`config.mk`:
```
export PLATFORM = sky130hd
export DESIGN_NAME = byte_fuzz_unit
export DESIGN_NICKNAME = d
export VERILOG_FILES = /design/src/rtl/byte_fuzz_pkg.sv /design/src/rtl/byte_fuzz_lane.sv /design/src/rtl/byte_fuzz_mixer.sv /design/src/rtl/byte_fuzz_apply.sv /design/src/rtl/byte_fuzz_unit.sv
export SDC_FILE = /design/constraint.sdc
export NUM_CORES = 2
export LEC_CHECK = 0
export BUFFER_PORTS_ARGS = -buffer_cell sky130_fd_sc_hd__buf_2
export CELL_PAD_IN_SITES_DETAIL_PLACEMENT = 0
export CELL_PAD_IN_SITES_GLOBAL_PLACEMENT = 1
export CORE_MARGIN = 2
export CORE_UTILIZATION = 49
export CTS_CLUSTER_DIAMETER = 150
export CTS_CLUSTER_SIZE = 8
export DETAILED_ROUTE_END_ITERATION = 8
export PLACE_DENSITY = 0.95
export SYNTH_ARGS = -nofsm -noshare
export SYNTH_HDL_FRONTEND = slang
export SYNTH_SLANG_ARGS = --single-unit
export TNS_END_PERCENT = 10
```
`constraint.sdc`:
```
create_clock -name clk -period 10.25 [get_ports clk]
set_input_delay 1.5375 -clock clk [delete_from_list [all_inputs] [get_ports clk]]
set_output_delay 1.5375 -clock clk [all_outputs]
set_load 0.1 [all_outputs]
```
`src/rtl/byte_fuzz_pkg.sv`:
```
package byte_fuzz_pkg;
  localparam int LANE_W = 8;
  localparam int ROT    = 3;
  typedef logic [LANE_W-1:0] lane_t;

  function automatic lane_t lane_mult(input int idx);
    lane_t m;
    m = lane_t'(8 * idx + 5);
    return m;
  endfunction

  function automatic lane_t lane_incr(input int idx);
    lane_t c;
    c = lane_t'(2 * idx + 1);
    return c;
  endfunction

  function automatic lane_t lcg_step(input lane_t s, input lane_t a, input lane_t c);
    lane_t prod;
    prod = a * s;
    return prod + c;
  endfunction

  function automatic lane_t rotl(input lane_t x, input int r);
    lane_t y;
    y = (x << r) | (x >> (LANE_W - r));
    return y;
  endfunction
endpackage

```
`src/rtl/byte_fuzz_lane.sv`:
```
module byte_fuzz_lane
  import byte_fuzz_pkg::*;
#(
  parameter int LANE_IDX = 0
) (
  input  logic  clk,
  input  logic  rst_n,
  input  logic  step_i,
  input  logic  load_i,
  input  lane_t seed_i,
  output lane_t state_o
);
  localparam lane_t MULT  = lane_mult(LANE_IDX);
  localparam lane_t INCR  = lane_incr(LANE_IDX);
  localparam lane_t RESET = lane_t'(LANE_IDX);

  lane_t state_q;
  lane_t next_w;

  assign next_w = lcg_step(state_q, MULT, INCR);

  always_ff @(posedge clk) begin
    if (!rst_n)      state_q <= RESET;
    else if (load_i) state_q <= seed_i;
    else if (step_i) state_q <= next_w;
  end

  assign state_o = state_q;
endmodule

```
`src/rtl/byte_fuzz_mixer.sv`:
```
module byte_fuzz_mixer
  import byte_fuzz_pkg::*;
#(
  parameter int LANES = 32
) (
  input  logic [LANES*LANE_W-1:0] lanes_i,
  output logic [LANES*LANE_W-1:0] noise_o
);
  // stage one: neighbour mix; stage two: byte-wise concatenation
  for (genvar k = 0; k < LANES; k++) begin : g_mix
    localparam int NB = (k + 1) % LANES;
    lane_t own_w, nb_w;
    assign own_w = lanes_i[k*LANE_W +: LANE_W];
    assign nb_w  = lanes_i[NB*LANE_W +: LANE_W];
    assign noise_o[k*LANE_W +: LANE_W] = own_w ^ rotl(nb_w, ROT);
  end
endmodule

```
`src/rtl/byte_fuzz_apply.sv`:
```
module byte_fuzz_apply
  import byte_fuzz_pkg::*;
#(
  parameter int LANES = 32
) (
  input  logic [LANES*LANE_W-1:0] data_i,
  input  logic [LANES-1:0]        mask_i,
  input  logic [LANES*LANE_W-1:0] noise_i,
  output logic [LANES*LANE_W-1:0] expand_o,
  output logic [LANES*LANE_W-1:0] result_o
);
  for (genvar i = 0; i < LANES; i++) begin : g_exp
    assign expand_o[i*LANE_W +: LANE_W] = {LANE_W{mask_i[i]}};
  end
  assign result_o = data_i ^ (expand_o & noise_i);
endmodule

```
`src/rtl/byte_fuzz_unit.sv`:
```
module byte_fuzz_unit
  import byte_fuzz_pkg::*;
#(
  parameter int DATA_W = 256
) (
  input  logic              clk,
  input  logic              rst_n,
  input  logic              start_i,
  input  logic [DATA_W-1:0] data_i,
  input  logic [DATA_W/8-1:0] mask_i,
  input  logic              seed_load_i,
  input  logic [7:0]        seed_i,
  output logic [DATA_W-1:0] data_o,
  output logic              valid_o
);
  localparam int LANES = DATA_W / LANE_W;

  logic              accept_w;
  logic [DATA_W-1:0] lane_state;
  logic [DATA_W-1:0] noise_w;
  logic [DATA_W-1:0] expand_w;
  logic [DATA_W-1:0] result_w;
  logic [DATA_W-1:0] data_q;
  logic              valid_q;

  assign accept_w = start_i & ~seed_load_i;

  for (genvar k = 0; k < LANES; k++) begin : g_lane
    byte_fuzz_lane #(.LANE_IDX(k)) lane_i (
      .clk     (clk),
      .rst_n   (rst_n),
      .step_i  (accept_w),
      .load_i  (seed_load_i),
      .seed_i  (seed_i),
      .state_o (lane_state[k*LANE_W +: LANE_W])
    );
  end

  byte_fuzz_mixer #(.LANES(LANES)) mixer_i (
    .lanes_i (lane_state),
    .noise_o (noise_w)
  );

  byte_fuzz_apply #(.LANES(LANES)) apply_i (
    .data_i   (data_i),
    .mask_i   (mask_i),
    .noise_i  (noise_w),
    .expand_o (expand_w),
    .result_o (result_w)
  );

  always_ff @(posedge clk) begin
    if (!rst_n) begin
      data_q  <= '0;
      valid_q <= 1'b0;
    end else begin
      valid_q <= accept_w;
      if (accept_w) data_q <= result_w;
    end
  end

  assign data_o  = data_q;
  assign valid_o = valid_q;
endmodule

```
==> impl_results.md <==
* Clock Skew at 0.0232 ns
* Vias at 30700
* I/O pin cnt at 557
* Sum Neg Setup Slack at 0 ns
* Tmin final at 4.11 ns
* Average size of a mapped cell at 9.28 µm²
* Final hold violations at 0
* Post-cts hold buffer count at 0
* Gr usage total at 0.260
* CTS clk-pin slew, worst paths at 0.05 ns
* Starting Density at 0.495
* Post-Layout Inst Area at 44500 µm²
* Mapped cell area at 39000 µm²
* Yosys warns at 0
* Reg-to-reg setup timing slack at 6.14 ns
* Total gr overflow at 0
* Die area at 82000 µm²
* Total Routed Length at 109 mm
* H-tree depth at 3
* Num CTS Buffers at 74
* Max VDD drop at 0.132 mV
* Post-synth top flop: dfxtp_1
* P per Cell Area at 244 nW/µm²
* Leakage at 24.1 nW
* Final setup violation count at 0
* Drt pass-1 iters at 6
* Iteration-0 DRC count of the detailed router at 1812
* Clock sinks at 513
* Sequential fraction of the synthesis area at 0.263
* Reg area at 10300 µm²
* CTS Root Cell: clkbuf_16
* Setup Buffers After CTS at 0
* Mapped Nets at 5171
* # nets final at 5590
* Cells on worst reg2reg path at 12
* Critical path type: reg2reg
* Per-cell routed wire length at 19.1 µm
* Post-synth EDFFs at 0
* Post-route non-filler standard cell count at 5693
* Area of placed instances at 42500 µm²
* Dpl hpwl at 78.3 mm
* Antenna violations before repair at 9
* Post-route ant nets at 0
* I/O Buffers at 556
* Later-pin clock latency in the skew report at 0.63 ns
* Final period utilization at 0.401
* Async S/R FF share, synth at 0
* Critical Path End Type: flip-flop
* Cells after DPL at 5602
* Fmax at 243 MHz
* Syn Inst Count at 4209
* Relative slew slack at 0.0743
* Vias in the first global route at 30900
* Share of cells above drive strength 1 at 0.148
* Post-synth cell types at 51
* Slew Limit Fails at 0
* Fillers at 7041
* Worst hold path class: reg2reg
* GPL Wtd Cong at 0.900
* Critical path launch point type: flip-flop
* Die Span Y at 286 µm
* Max cap viols at 0
* Multi-input logic area at 26800 µm²
* Worst Path Required at 10.77 ns
* Die width at 286 µm
* First-pass GRT wire length at 169 mm
* Status: completed
* Area grow syn2layout at 13.9%
* Cell Rows at 103
* Hold depth at 1
* Core area at 78900 µm²
* Largest net degree at the start of global routing at 239
* Yosys reg bits at 513
* CTS tree: built
* CP Data Arrival Time at 4.63 ns
* RSZ-0062 raised after global routing: false
* Detailed-route DRC error count at 0
* # resized after CTS at 0
* Vias per cell at 5.40
* Critical-path maximum fanout at 7
* Clock Path Buffers at 3
* Worst-margin pin slew at 1.38 ns
[critical path, cell delays in order, from the launching register on]
cell     delay (ns)
dfxtp_1        0.52
inv_1          0.18
fa_1           0.59
fa_1           0.46
fa_1           0.53
inv_1          0.06
fa_1           0.43
xnor2_1        0.25
xnor3_1        0.40
xnor2_1        0.20
xnor2_1        0.16
mux2i_1        0.10
o21ai_1        0.14
[sequential cells by signal, indices dropped and copies added, names as in the netlist]
register and cells:
data_o 256, g_lane.lane_i.state_o 256, valid_o 1
[routing by layer]
metal	vias up	GRT usage	part of all wire	routed length, µm
met3	211	0.0412	0.067	7240
li1	14900	-	-	-
met5	-	0	0	0
met1	14700	0.342	0.43	47100
met2	916	0.433	0.47	50500
met4	0	0.0918	0.033	3620
[through the flow]
stage	power, mW	util	setup slack [ns]	hold slack (ns)
final	10.8	0.564	6.14	0.489
after global routing	11.7	0.563	5.91	0.500
after CTS	10.9	0.563	6.17	0.492
after detailed placement	8.61	0.539	5.73	0.480
after global placement	8.44	0.539	5.81	0.473
after floorplan	7.38	-	6.48	0.544
[placed cells by master, fill, tap and decap left out, types with 12 or more instances in the layout]
cell and instances:
inv_1 305, fa_1 141, o21a_1 12, o211a_1 256, o21bai_1 19, nand2_1 574, o22ai_1 46, nor2_1 95
xnor2_1 274, a211oi_1 18, a21o_1 37, xor2_1 591, a31oi_1 16, mux2i_1 84, dfxtp_1 513, a21oi_1 192
o31ai_1 13, buf_4 16, clkbuf_16 75, o21ai_0 146, buf_2 553, nor3_1 21, ha_1 521
[path summary, 6_finish.rpt]
| path | endpoint | start |
|---|---|---|
| max | g_lane[14].lane_i.state_o[7] | g_lane[14].lane_i.state_o[0] |
| min | data_o[79] | data_o[79] |
| max reg2reg | g_lane[14].lane_i.state_o[7] | g_lane[14].lane_i.state_o[0] |
| min reg2reg | data_o[79] | data_o[79] |
[cells in the mapped netlist (13+ instances only)]
| cell type | number | area [µm²] |
|---|---|---|
| nand2_1 | 575 | 2160 |
| buf_2 | 42 | 210 |
| mux2i_1 | 84 | 841 |
| clkbuf_1 | 174 | 653 |
| o211a_1 | 256 | 2560 |
| nor3_1 | 21 | 105 |
| a21oi_1 | 192 | 961 |
| fa_1 | 141 | 2820 |
| xnor2_1 | 274 | 2400 |
| a211oi_1 | 18 | 135 |
| o31ai_1 | 13 | 97.6 |
| nor2_1 | 96 | 360 |
| o22ai_1 | 46 | 288 |
| ha_1 | 521 | 6520 |
| xor2_1 | 591 | 5180 |
| dfxtp_1 | 513 | 10300 |
| o21ai_0 | 146 | 731 |
| inv_1 | 307 | 1150 |
| o21bai_1 | 19 | 143 |
| a31oi_1 | 16 | 100 |
| a21o_1 | 37 | 278 |
| o21a_1 | 13 | 97.6 |
[cells by family (layout without fill, tap and decap cells)]
kind of cell	after synthesis	after routing	share of synthesized area
buffers and inverters	537	963	0.0534
adder cells (fa/ha/maj)	662	662	0.239
XOR/XNOR	879	879	0.202
AO/OA/AOI/OAI	793	793	0.145
flip-flops	513	513	0.263
AND/OR/NAND/NOR	739	739	0.0749
multiplexers	86	86	0.0221
other	0	8	0
[cell type report]
type	count	area share
Clock inverter	7	0.00172
Multi-Input combinational cell	3159	0.603
Antenna cell	8	0.000450
Clock buffer	76	0.0423
Timing Repair Buffer	573	0.0663
Tap cell	1050	0.0296
Sequential cell	513	0.231
Inverter	307	0.0260
[power breakdown]
| part | internal, mW | switching (mW) | total, mW |
|---|---|---|---|
| Clock | 1.29 | 0.929 | 2.22 |
| Sequential | 2.26 | 0.460 | 2.72 |
| Combinational | 2.59 | 3.31 | 5.89 |
(Power assumes the default switching activity.)
